`config.mk`:
```
export PLATFORM = sky130hd
export DESIGN_NAME = readout_pkt_builder
export DESIGN_NICKNAME = d
export VERILOG_FILES = /design/src/rtl/rb_pkg.sv /design/src/rtl/rb_fifo.sv /design/src/rtl/rb_ctrl.sv /design/src/rtl/readout_pkt_builder.sv
export SDC_FILE = /design/constraint.sdc
export NUM_CORES = 2
export LEC_CHECK = 0
export BUFFER_PORTS_ARGS = -buffer_cell sky130_fd_sc_hd__buf_2
export CAP_MARGIN = 20
export CELL_PAD_IN_SITES_DETAIL_PLACEMENT = 1
export CELL_PAD_IN_SITES_GLOBAL_PLACEMENT = 2
export CORE_MARGIN = 2
export CORE_UTILIZATION = 48
export CTS_CLUSTER_SIZE = 14
export DETAILED_ROUTE_END_ITERATION = 6
export PLACE_DENSITY = 0.86
export SLEW_MARGIN = 20
export SYNTH_ARGS = -nofsm -noshare
export SYNTH_HDL_FRONTEND = slang
export SYNTH_SLANG_ARGS = --single-unit
export TNS_END_PERCENT = 50
```
`constraint.sdc`:
```
create_clock -name clk -period 6.11 [get_ports clk]
set_input_delay 1.222 -clock clk [delete_from_list [all_inputs] [get_ports clk]]
set_output_delay 1.222 -clock clk [all_outputs]
set_load 0.005 [all_outputs]
```
`src/rtl/rb_pkg.sv`:
```
package rb_pkg;

    localparam int WORD_W = 32;
    localparam int EVID_W = 24;
    localparam logic [3:0]  HDR_MARK = 4'hA;
    localparam logic [3:0]  TRL_MARK = 4'hE;
    localparam logic [2:0]  MERGED_SRC = 3'h7;
    localparam logic [31:0] CRC_POLY = 32'h04C11DB7;
    localparam logic [31:0] CRC_SEED = 32'hFFFFFFFF;

    typedef enum logic [2:0] {
        PH_IDLE,
        PH_HDR,
        PH_PAY,
        PH_CNT,
        PH_CRC
    } phase_t;

    typedef struct packed {
        logic              last;
        logic [WORD_W-1:0] data;
    } beat_t;

    typedef struct packed {
        logic              kind;
        logic [EVID_W-1:0] evid;
    } tt_t;

    // Fold one word into the running checksum, most significant bit first.
    function automatic logic [31:0] crc_fold(input logic [31:0] acc, input logic [31:0] w);
        logic [31:0] r;
        logic        fb;
        r = acc;
        for (int i = 31; i >= 0; i--) begin
            fb = r[31] ^ w[i];
            r  = {r[30:0], 1'b0};
            if (fb) r = r ^ CRC_POLY;
        end
        return r;
    endfunction

endpackage

```
`src/rtl/rb_fifo.sv`:
```
module rb_fifo #(
    parameter int W     = 33,
    parameter int DEPTH = 8,
    localparam int AW   = (DEPTH > 1) ? $clog2(DEPTH) : 1,
    localparam int CW   = $clog2(DEPTH + 1)
) (
    input  logic          clk,
    input  logic          rst,
    input  logic          push,
    input  logic [W-1:0]  din,
    input  logic          pop,
    output logic [W-1:0]  dout,
    output logic          empty,
    output logic          full,
    output logic [CW-1:0] level
);

    logic [W-1:0]  mem [DEPTH];
    logic [AW-1:0] wp, rp;
    logic          wr_en, rd_en;

    assign empty = (level == '0);
    assign full  = (level == CW'(DEPTH));
    assign wr_en = push && !full;
    assign rd_en = pop && !empty;
    assign dout  = mem[rp];

    always_ff @(posedge clk) begin
        if (wr_en) mem[wp] <= din;
    end

    always_ff @(posedge clk) begin
        if (rst) begin
            wp    <= '0;
            rp    <= '0;
            level <= '0;
        end else begin
            if (wr_en) wp <= (wp == AW'(DEPTH - 1)) ? '0 : wp + 1'b1;
            if (rd_en) rp <= (rp == AW'(DEPTH - 1)) ? '0 : rp + 1'b1;
            case ({wr_en, rd_en})
                2'b10:   level <= level + 1'b1;
                2'b01:   level <= level - 1'b1;
                default: level <= level;
            endcase
        end
    end

endmodule

```
`src/rtl/rb_ctrl.sv`:
```
module rb_ctrl
    import rb_pkg::*;
#(
    parameter int N_SRC = 4,
    parameter int SPS   = 2,
    localparam int N_STR  = N_SRC * SPS,
    localparam int SRC_W  = (N_SRC > 1) ? $clog2(N_SRC) : 1,
    localparam int SUB_W  = (SPS > 1) ? $clog2(SPS) : 1,
    localparam int STRM_W = (N_STR > 1) ? $clog2(N_STR) : 1
) (
    input  logic                    clk,
    input  logic                    rst,
    input  logic                    tq_empty,
    input  tt_t                     tq_head,
    input  logic [N_STR-1:0]        f_empty,
    input  beat_t [N_STR-1:0]       f_head,
    input  logic                    ds_stop,
    output logic [N_STR-1:0]        f_pop,
    output logic                    tq_pop,
    output logic                    out_valid,
    output logic [WORD_W-1:0]       out_data,
    output logic                    out_sop,
    output logic                    out_eop
);

    localparam logic [SRC_W-1:0] SRC_LAST = SRC_W'(N_SRC - 1);
    localparam logic [SUB_W-1:0] SUB_LAST = SUB_W'(SPS - 1);

    phase_t            ph;
    logic [SRC_W-1:0]  src;
    logic [SUB_W-1:0]  sub;
    logic [15:0]       wcnt;
    logic [31:0]       crc;

    logic [STRM_W-1:0] strm;
    beat_t             cur;
    logic              cur_empty;
    logic              grp_done;
    logic              more_src;
    logic [31:0]       hdr_word;

    always_comb begin
        strm      = STRM_W'(int'(src) * SPS + int'(sub));
        cur       = f_head[strm];
        cur_empty = f_empty[strm];
        grp_done  = (sub == SUB_LAST) && (tq_head.kind || src == SRC_LAST);
        more_src  = tq_head.kind && (src != SRC_LAST);
        hdr_word  = {HDR_MARK, tq_head.kind,
                     tq_head.kind ? 3'(src) : MERGED_SRC, tq_head.evid};

        out_valid = 1'b0;
        out_data  = '0;
        out_sop   = 1'b0;
        out_eop   = 1'b0;
        f_pop     = '0;
        tq_pop    = 1'b0;
        case (ph)
            PH_HDR: begin
                out_valid = !ds_stop;
                out_data  = hdr_word;
                out_sop   = 1'b1;
            end
            PH_PAY: begin
                out_valid   = !ds_stop && !cur_empty;
                out_data    = cur.data;
                f_pop[strm] = out_valid;
            end
            PH_CNT: begin
                out_valid = !ds_stop;
                out_data  = {TRL_MARK, 12'h000, wcnt};
            end
            PH_CRC: begin
                out_valid = !ds_stop;
                out_data  = crc;
                out_eop   = 1'b1;
                tq_pop    = out_valid && !more_src;
            end
            default: ;
        endcase
    end

    always_ff @(posedge clk) begin
        if (rst) begin
            ph   <= PH_IDLE;
            src  <= '0;
            sub  <= '0;
            wcnt <= '0;
            crc  <= CRC_SEED;
        end else begin
            case (ph)
                PH_IDLE: begin
                    src <= '0;
                    sub <= '0;
                    if (!tq_empty) ph <= PH_HDR;
                end
                PH_HDR: if (out_valid) begin
                    crc  <= crc_fold(CRC_SEED, hdr_word);
                    wcnt <= '0;
                    ph   <= PH_PAY;
                end
                PH_PAY: if (out_valid) begin
                    crc  <= crc_fold(crc, cur.data);
                    wcnt <= wcnt + 16'd1;
                    if (cur.last) begin
                        if (grp_done) begin
                            ph <= PH_CNT;
                        end else if (sub == SUB_LAST) begin
                            sub <= '0;
                            src <= src + 1'b1;
                        end else begin
                            sub <= sub + 1'b1;
                        end
                    end
                end
                PH_CNT: if (out_valid) ph <= PH_CRC;
                PH_CRC: if (out_valid) begin
                    sub <= '0;
                    if (more_src) begin
                        src <= src + 1'b1;
                        ph  <= PH_HDR;
                    end else begin
                        src <= '0;
                        ph  <= PH_IDLE;
                    end
                end
                default: ph <= PH_IDLE;
            endcase
        end
    end

endmodule

```
`src/rtl/readout_pkt_builder.sv`:
```
module readout_pkt_builder
    import rb_pkg::*;
#(
    parameter int N_SRC      = 4,
    parameter int SPS        = 2,
    parameter int FIFO_DEPTH = 8,
    parameter int AFULL_LVL  = 6,
    parameter int BUSY_LVL   = 8,
    parameter int TQ_DEPTH   = 4,
    localparam int N_STR     = N_SRC * SPS,
    localparam int LVL_W     = $clog2(FIFO_DEPTH + 1),
    localparam int TQ_LVL_W  = $clog2(TQ_DEPTH + 1)
) (
    input  logic                      clk,
    input  logic                      rst,
    input  logic [N_STR-1:0]          in_valid,
    input  logic [N_STR-1:0]          in_last,
    input  logic [N_STR*WORD_W-1:0]   in_data,
    output logic [N_STR-1:0]          up_stall,
    input  logic                      tt_valid,
    input  logic                      tt_kind,
    input  logic [EVID_W-1:0]         tt_evid,
    input  logic                      ds_stop,
    output logic                      out_valid,
    output logic [WORD_W-1:0]         out_data,
    output logic                      out_sop,
    output logic                      out_eop,
    output logic                      busy
);

    beat_t [N_STR-1:0]  f_head;
    logic  [N_STR-1:0]  f_empty, f_full, f_pop, over_busy;
    logic  [LVL_W-1:0]  f_lvl [N_STR];

    tt_t                 tq_head, tq_din;
    logic                tq_empty, tq_full, tq_pop;
    logic [TQ_LVL_W-1:0] tq_lvl;

    for (genvar g = 0; g < N_STR; g++) begin : g_strm
        beat_t din;
        assign din = '{last: in_last[g], data: in_data[g*WORD_W +: WORD_W]};

        rb_fifo #(.W($bits(beat_t)), .DEPTH(FIFO_DEPTH)) u_fifo (
            .clk   (clk),
            .rst   (rst),
            .push  (in_valid[g]),
            .din   (din),
            .pop   (f_pop[g]),
            .dout  (f_head[g]),
            .empty (f_empty[g]),
            .full  (f_full[g]),
            .level (f_lvl[g])
        );

        assign up_stall[g]  = (f_lvl[g] >= LVL_W'(AFULL_LVL));
        assign over_busy[g] = (f_lvl[g] >= LVL_W'(BUSY_LVL));
    end

    assign tq_din = '{kind: tt_kind, evid: tt_evid};

    rb_fifo #(.W($bits(tt_t)), .DEPTH(TQ_DEPTH)) u_tq (
        .clk   (clk),
        .rst   (rst),
        .push  (tt_valid),
        .din   (tq_din),
        .pop   (tq_pop),
        .dout  (tq_head),
        .empty (tq_empty),
        .full  (tq_full),
        .level (tq_lvl)
    );

    assign busy = (|over_busy) || (tq_empty && (|f_full));

    rb_ctrl #(.N_SRC(N_SRC), .SPS(SPS)) u_ctrl (
        .clk       (clk),
        .rst       (rst),
        .tq_empty  (tq_empty),
        .tq_head   (tq_head),
        .f_empty   (f_empty),
        .f_head    (f_head),
        .ds_stop   (ds_stop),
        .f_pop     (f_pop),
        .tq_pop    (tq_pop),
        .out_valid (out_valid),
        .out_data  (out_data),
        .out_sop   (out_sop),
        .out_eop   (out_eop)
    );

endmodule

```
======== After elaboration in Yosys (flattened, before gate mapping) ========
Memories as Yosys holds them, arrays and structs flattened. A register that Yosys moved wholly into a read port is not among the register bits.
Index checks and enable logic that the tools add are counted.
word-level totals
  bits of input ports ..................... 301
  word-level logic and storage cells ...... 711
  memories kept ........................... 9
  register bits ........................... 141
  RAM bits ................................ 2212
memory list
  memory                depth  width  rd ports  clocked after Yosys merged registers in  wr ports  line           text
  g_strm[0].u_fifo.mem  8      33     1         1                                        1         rb_fifo.sv:18  logic [W-1:0] mem [DEPTH];
  g_strm[1].u_fifo.mem  8      33     1         1                                        1         rb_fifo.sv:18
  g_strm[2].u_fifo.mem  8      33     1         1                                        1         rb_fifo.sv:18
  g_strm[3].u_fifo.mem  8      33     1         1                                        1         rb_fifo.sv:18
  g_strm[4].u_fifo.mem  8      33     1         1                                        1         rb_fifo.sv:18
  g_strm[5].u_fifo.mem  8      33     1         1                                        1         rb_fifo.sv:18
  3 more memories       -      -      -         -                                        -         -
operators by class
  add/sub/neg operators ................... 40
  reduce and logical (&&, ||, !) cells .... 75
  multiplexer cells ....................... 353
  order comparisons ....................... 18
  bitwise gates (word level) .............. 124
  equal/unequal tests ..................... 60
operators by type and width
  operator               number
  $mux W32               188
  $mux W27               63
  $not A14 Y14           63
  $pmux W32 S4           1
  $mux W3                40
  $bmux W33 S3           1
  $pmux W32 S2           1
  $pmux W4 S2            8
  $xor A1 B1 Y1          60
  $eq A3 B3 Y1 const B   18
  $add A3 B1 Y3 const B  17
  $mux W33               1
  $add A4 B1 Y4 const B  8
  $eq A4 B4 Y1 const B   8
  $ge A4 B3 Y1 const B   8
  $ge A4 B4 Y1 const B   8
  $logic_not A4 Y1       8
  $mux W16               2
  $pmux W16 S2           1
  $sub A4 B1 Y4 const B  8
  $mux W1                29
  $eq A2 B2 Y1 const B   12
  $logic_and A1 B1 Y1    24
  $logic_not A1 Y1       21
  other kinds (32)       72

======== Depth between registers and ports, before layout ========
  depth in word-level cells ............... 163
  mapped depth ............................ 21
  mapped depth without buffers ............ 17

======== Modules after synthesis ========
Synthesis repeated with hierarchy kept, for this count alone.
second synthesis, totals
  cell total of the unflattened synthesis .. 4961
  area, all modules ....................... 99576.8 µm²
modules (own cells, without submodules)
  module                           cells an instance  instances  area each (µm²)
  rb_fifo at g_strm[0].u_fifo ...  459                7          10586.4
  rb_ctrl                          1090               1          10655.2
  rb_fifo at g_strm[7].u_fifo      459                1          10621.4
  rb_fifo at u_tq                  185                1          4097.7
  readout_pkt_builder              14                 1          97.6

======== Worst setup path after synthesis ========
OpenSTA, ideal clock, no wires.
  path kind ............................... input -> register
  start point ............................. in in_valid[6]
  end point ............................... mem g_strm[6].u_fifo.mem[1][0], enable pin
  slack ................................... 0.695 ns
  data arrival time ....................... 4.897 ns
  buffers on the path ..................... 0
  stages on the path ...................... 2
  path through ............................ nand2_1 nor4b_1
on the way
  word-level cells in the longest chain between the ends .. 3
ends and longest elaborated chain
  what                           line                       text
  start, declared                readout_pkt_builder.sv:16  input logic [N_STR-1:0] in_valid,
  $logic_and A1 B1 Y1            rb_fifo.sv:24              assign wr_en = push && !full;
  $mux W1                        rb_fifo.sv:29              if (wr_en) mem[wp] <= din;
  $mux W1 (implied by the code)  rb_fifo.sv:29
  end, declared                  rb_fifo.sv:18
No other way between the ends.

==> impl_metrics.toml <==
[min_path]
min_path_cells = 2
hp-class = "reg -> reg"
hold_start = "g_strm[1].u_fifo.rp[1]"

[grt]
grt_max_degree = 60
grt_antenna_before_repair = 131
grt_usage_pct = 29.1
grt_pass1_wl_mm = 433
first_global_vias = 56900
overflow = 0

[synth]
ys.flop_type = "edfxtp_1"
async_reset_ff_share_pct = 0
synth_seq_cells = 2379
syn_inst = 5178
syn-num-nets = 5555
syn_area_per_cell_um2 = 19.2
synth_cell_types = 103
yosysSeqAreaShare_pct = 70.0
synth-edff-count = 2212
ys.warnings.count = 0
syn_area_um2 = 99600

[power_and_ir_drop]
powerDensity_nw_per_um2 = 740
seqPwrFrac_pct = 21.8
swShare_pct = 35.6
power.internal_mw = 54.6
vdd_drop_max_uv = 3030
combPwrFrac_pct = 61.1
switchingPower_mw = 30.2
clkPwrFrac_pct = 17.2
p_leak_nw = 37.5

[setup_path]
rr_worst_depth = 14
rrSetupSlack_ps = -30
critPathCaptureType = "register"
path_max_fanout = 25
cp-start-kind = "register"
path_class = "reg -> reg"
reg2reg_to = "u_ctrl.crc[8]"
critPathRequiredTime_ps = 6860
cp.arrival_ps = 6890

[placement]
io_buffers = 344
dpl.hpwl_mm = 212
postPlaceCellArea_um2 = 107000
gp_congestion = 0.944
place_ws_ps = 15.4

[floorplan]
die_x_um = 460
row_count = 167
start_util_pct = 48.2
pin_count = 345
die_area_um2 = 211000
die_h_um = 460
core_area_um2 = 207000

[finish]
multi_input_area_um2 = 28400
nFillCells = 18400
final_common_cell = "edfxtp_1"
postLayoutCellArea_um2 = 115000
synthToLayoutAreaGrowth_pct = 15.1
final_cell_mix = "edfxtp_1, mux4_2, buf_4"
seqCellArea_um2 = 69800
nNetsFinal = 6294
drive_above_1_share_pct = 29.7

[timing]
setup_viol = 2
timing.fmax_ghz = 0.163
worst_pin_slew_ps = 1120
layout_worst_path_cycle_share_pct = 100
fin_skew_ps = 88.3
timing.final.ws_setup_ps = -30.4
period_minus_slack_ps = 6140
hold_viol = 0
rsz0062_at_grt = "yes"
max-slew-margin-rel_pct = 25.2
maxSlewViolCount = 0

[routing]
vias_per_cell = 6.27
wl_mm = 310
ant_nets = 0
dr.first_iter.drc_count = 7276
drc = 0
post_drt_wl_per_cell_um = 35.0
first_pass_iters = 6
vias = 55600

[cts]
clock_latency_ps = 910
htree_levels = 4
clk_pin_slew_ps = 60
clock_path_buffers = 3
cts_made_buffers = 235
cts_tree = "yes"
ctsHoldBuffers = 0
cts_sinks = 2379
clockRootBuffer = "clkbuf_16"

[run_status]
violations = "setup timing"
status = "finished, violations left"

[flow_run]
max_cap_viol_count = 0
## worst max-delay path, cell delays in order (launching register included)
cell	delay, ps
dfxtp_4	720
mux4_2	590
mux2_2	290
a22oi_1	340
o2111ai_1	320
nor3_2	520
xnor3_1	540
xnor2_2	240
xnor3_2	350
xnor3_1	490
xor2_2	280
xnor3_2	550
xnor3_2	420
xnor2_1	210
a21oi_1	100
## state kept, by name (all words and copies together), names as in the netlist, named ones only
signal	flops
g_strm.u_fifo.level	32
g_strm.u_fifo.mem	2112
g_strm.u_fifo.rp	24
g_strm.u_fifo.wp	24
u_ctrl.crc	32
u_ctrl.ph	3
u_ctrl.src	2
u_ctrl.sub	1
u_ctrl.wcnt	16
u_tq.level	3
u_tq.mem	100
u_tq.rp	2
u_tq.wp	2
## kinds of logic (layout without fill, tap and decap cells)
kind of cell | Yosys count | in the layout | synth area share, %
DFF | 2379 | 2379 | 70.0
xor gates and xnor gates | 467 | 467 | 5.52
and+or+nand+nor | 672 | 672 | 3.35
other | 0 | 50 | 0
buffers and inverters | 293 | 1232 | 1.92
adders and majority gates | 76 | 76 | 1.02
AOI/OAI and AO/OA | 448 | 448 | 3.00
muxes | 843 | 843 | 15.1
## power groups by stage
stage                     logic, mW  clock network (mW)  registers, mW
after floorplan                37.7                   0           18.7
after global placement         51.5                   0           18.8
after detailed placement       51.7                   0           18.8
after CTS                      51.9                14.7           18.5
after global routing           52.1                15.2           18.5
final                          51.8                14.6           18.5
## how the worst max path moves through the flow
stage                                 endpoint        start  slack, ps  cells after the start
global route                    u_ctrl.crc[15]     register        -20                     17
detailed placement              u_ctrl.crc[28]     register         20                     14
floorplan           g_strm[6].u_fifo.mem[1][0]  in_valid[6]        700                      2
CTS                             u_ctrl.crc[15]     register         20                     18
global placement                u_ctrl.crc[11]     register       -440                     13
finish                           u_ctrl.crc[8]     register        -30                     14
## final cells by class
class	count	share of cell area [%]
diodes	50	0.109
flip-flops and latches	2379	60.9
well taps	2704	2.95
clock inverters	141	1.31
clock buffers	296	5.45
multi-input cells	2506	24.8
inverters	45	0.147
repair buffers	750	4.34
## metrics by stage
step / util (%) / power [mW] / std cells / hold slack [ps] / TNS (ps)
CTS: 55.4 / 85.0 / 8820 / 489 / 0
global route: 55.4 / 85.8 / 8846 / 520 / -15.2
finish: 55.5 / 84.9 / 8871 / 495 / -50.1
detailed placement: 51.6 / 70.5 / 8383 / 482 / 0
global placement: 51.6 / 70.2 / 8383 / 466 / -7150
floorplan: - / 56.4 / 5178 / 454 / 0
## metal layers
| layer | track usage, % | wire, µm | up-vias |
|---|---|---|---|
| li1 | - | - | 22400 |
| met1 | 38.2 | 114000 | 29200 |
| met2 | 46.1 | 148000 | 3160 |
| met3 | 7.43 | 33000 | 682 |
| met4 | 12.8 | 15400 | 88 |
| met5 | 0 | 584 | - |
## cells in the mapped netlist (12+ instances only)
library cell  count  area, µm²
a211oi_1         28        210
a21o_1           21        158
a21oi_1         129        646
a22oi_1          63        473
a31oi_1          20        125
buf_1            16       60.1
buf_2            49        245
buf_4            74        556
buf_6            39        439
clkbuf_1         57        214
dfxtp_1         167       3340
edfxtp_1       2212      66400
ha_1             67        838
inv_1            41        154
mux2_2           48        541
mux2i_1         277       2770
mux4_1           28        736
mux4_2          490      11000
nand2_1         168        631
nand2b_1         26        163
nand3_1          49        245
nand4_1          18        113
nor2_1          180        676
nor2b_1          40        250
nor3_1           74        370
nor3b_1          16        120
nor4_1           19        119
nor4b_1          12        105
o21ai_0          77        385
or3_1            16        100
xnor2_1         243       2130
xnor2_2          14        228
xnor3_1          52       1170
xor2_1          117       1020
## what timing repair did
action | 4_1_cts | 5_1_grt
gates resized for setup | 2 | 10
cloned | 0 | 0
setup buffers | 0 | 1
endpoints found under the setup margin | 5 | 16
Power figures use the tool's default switching activity.
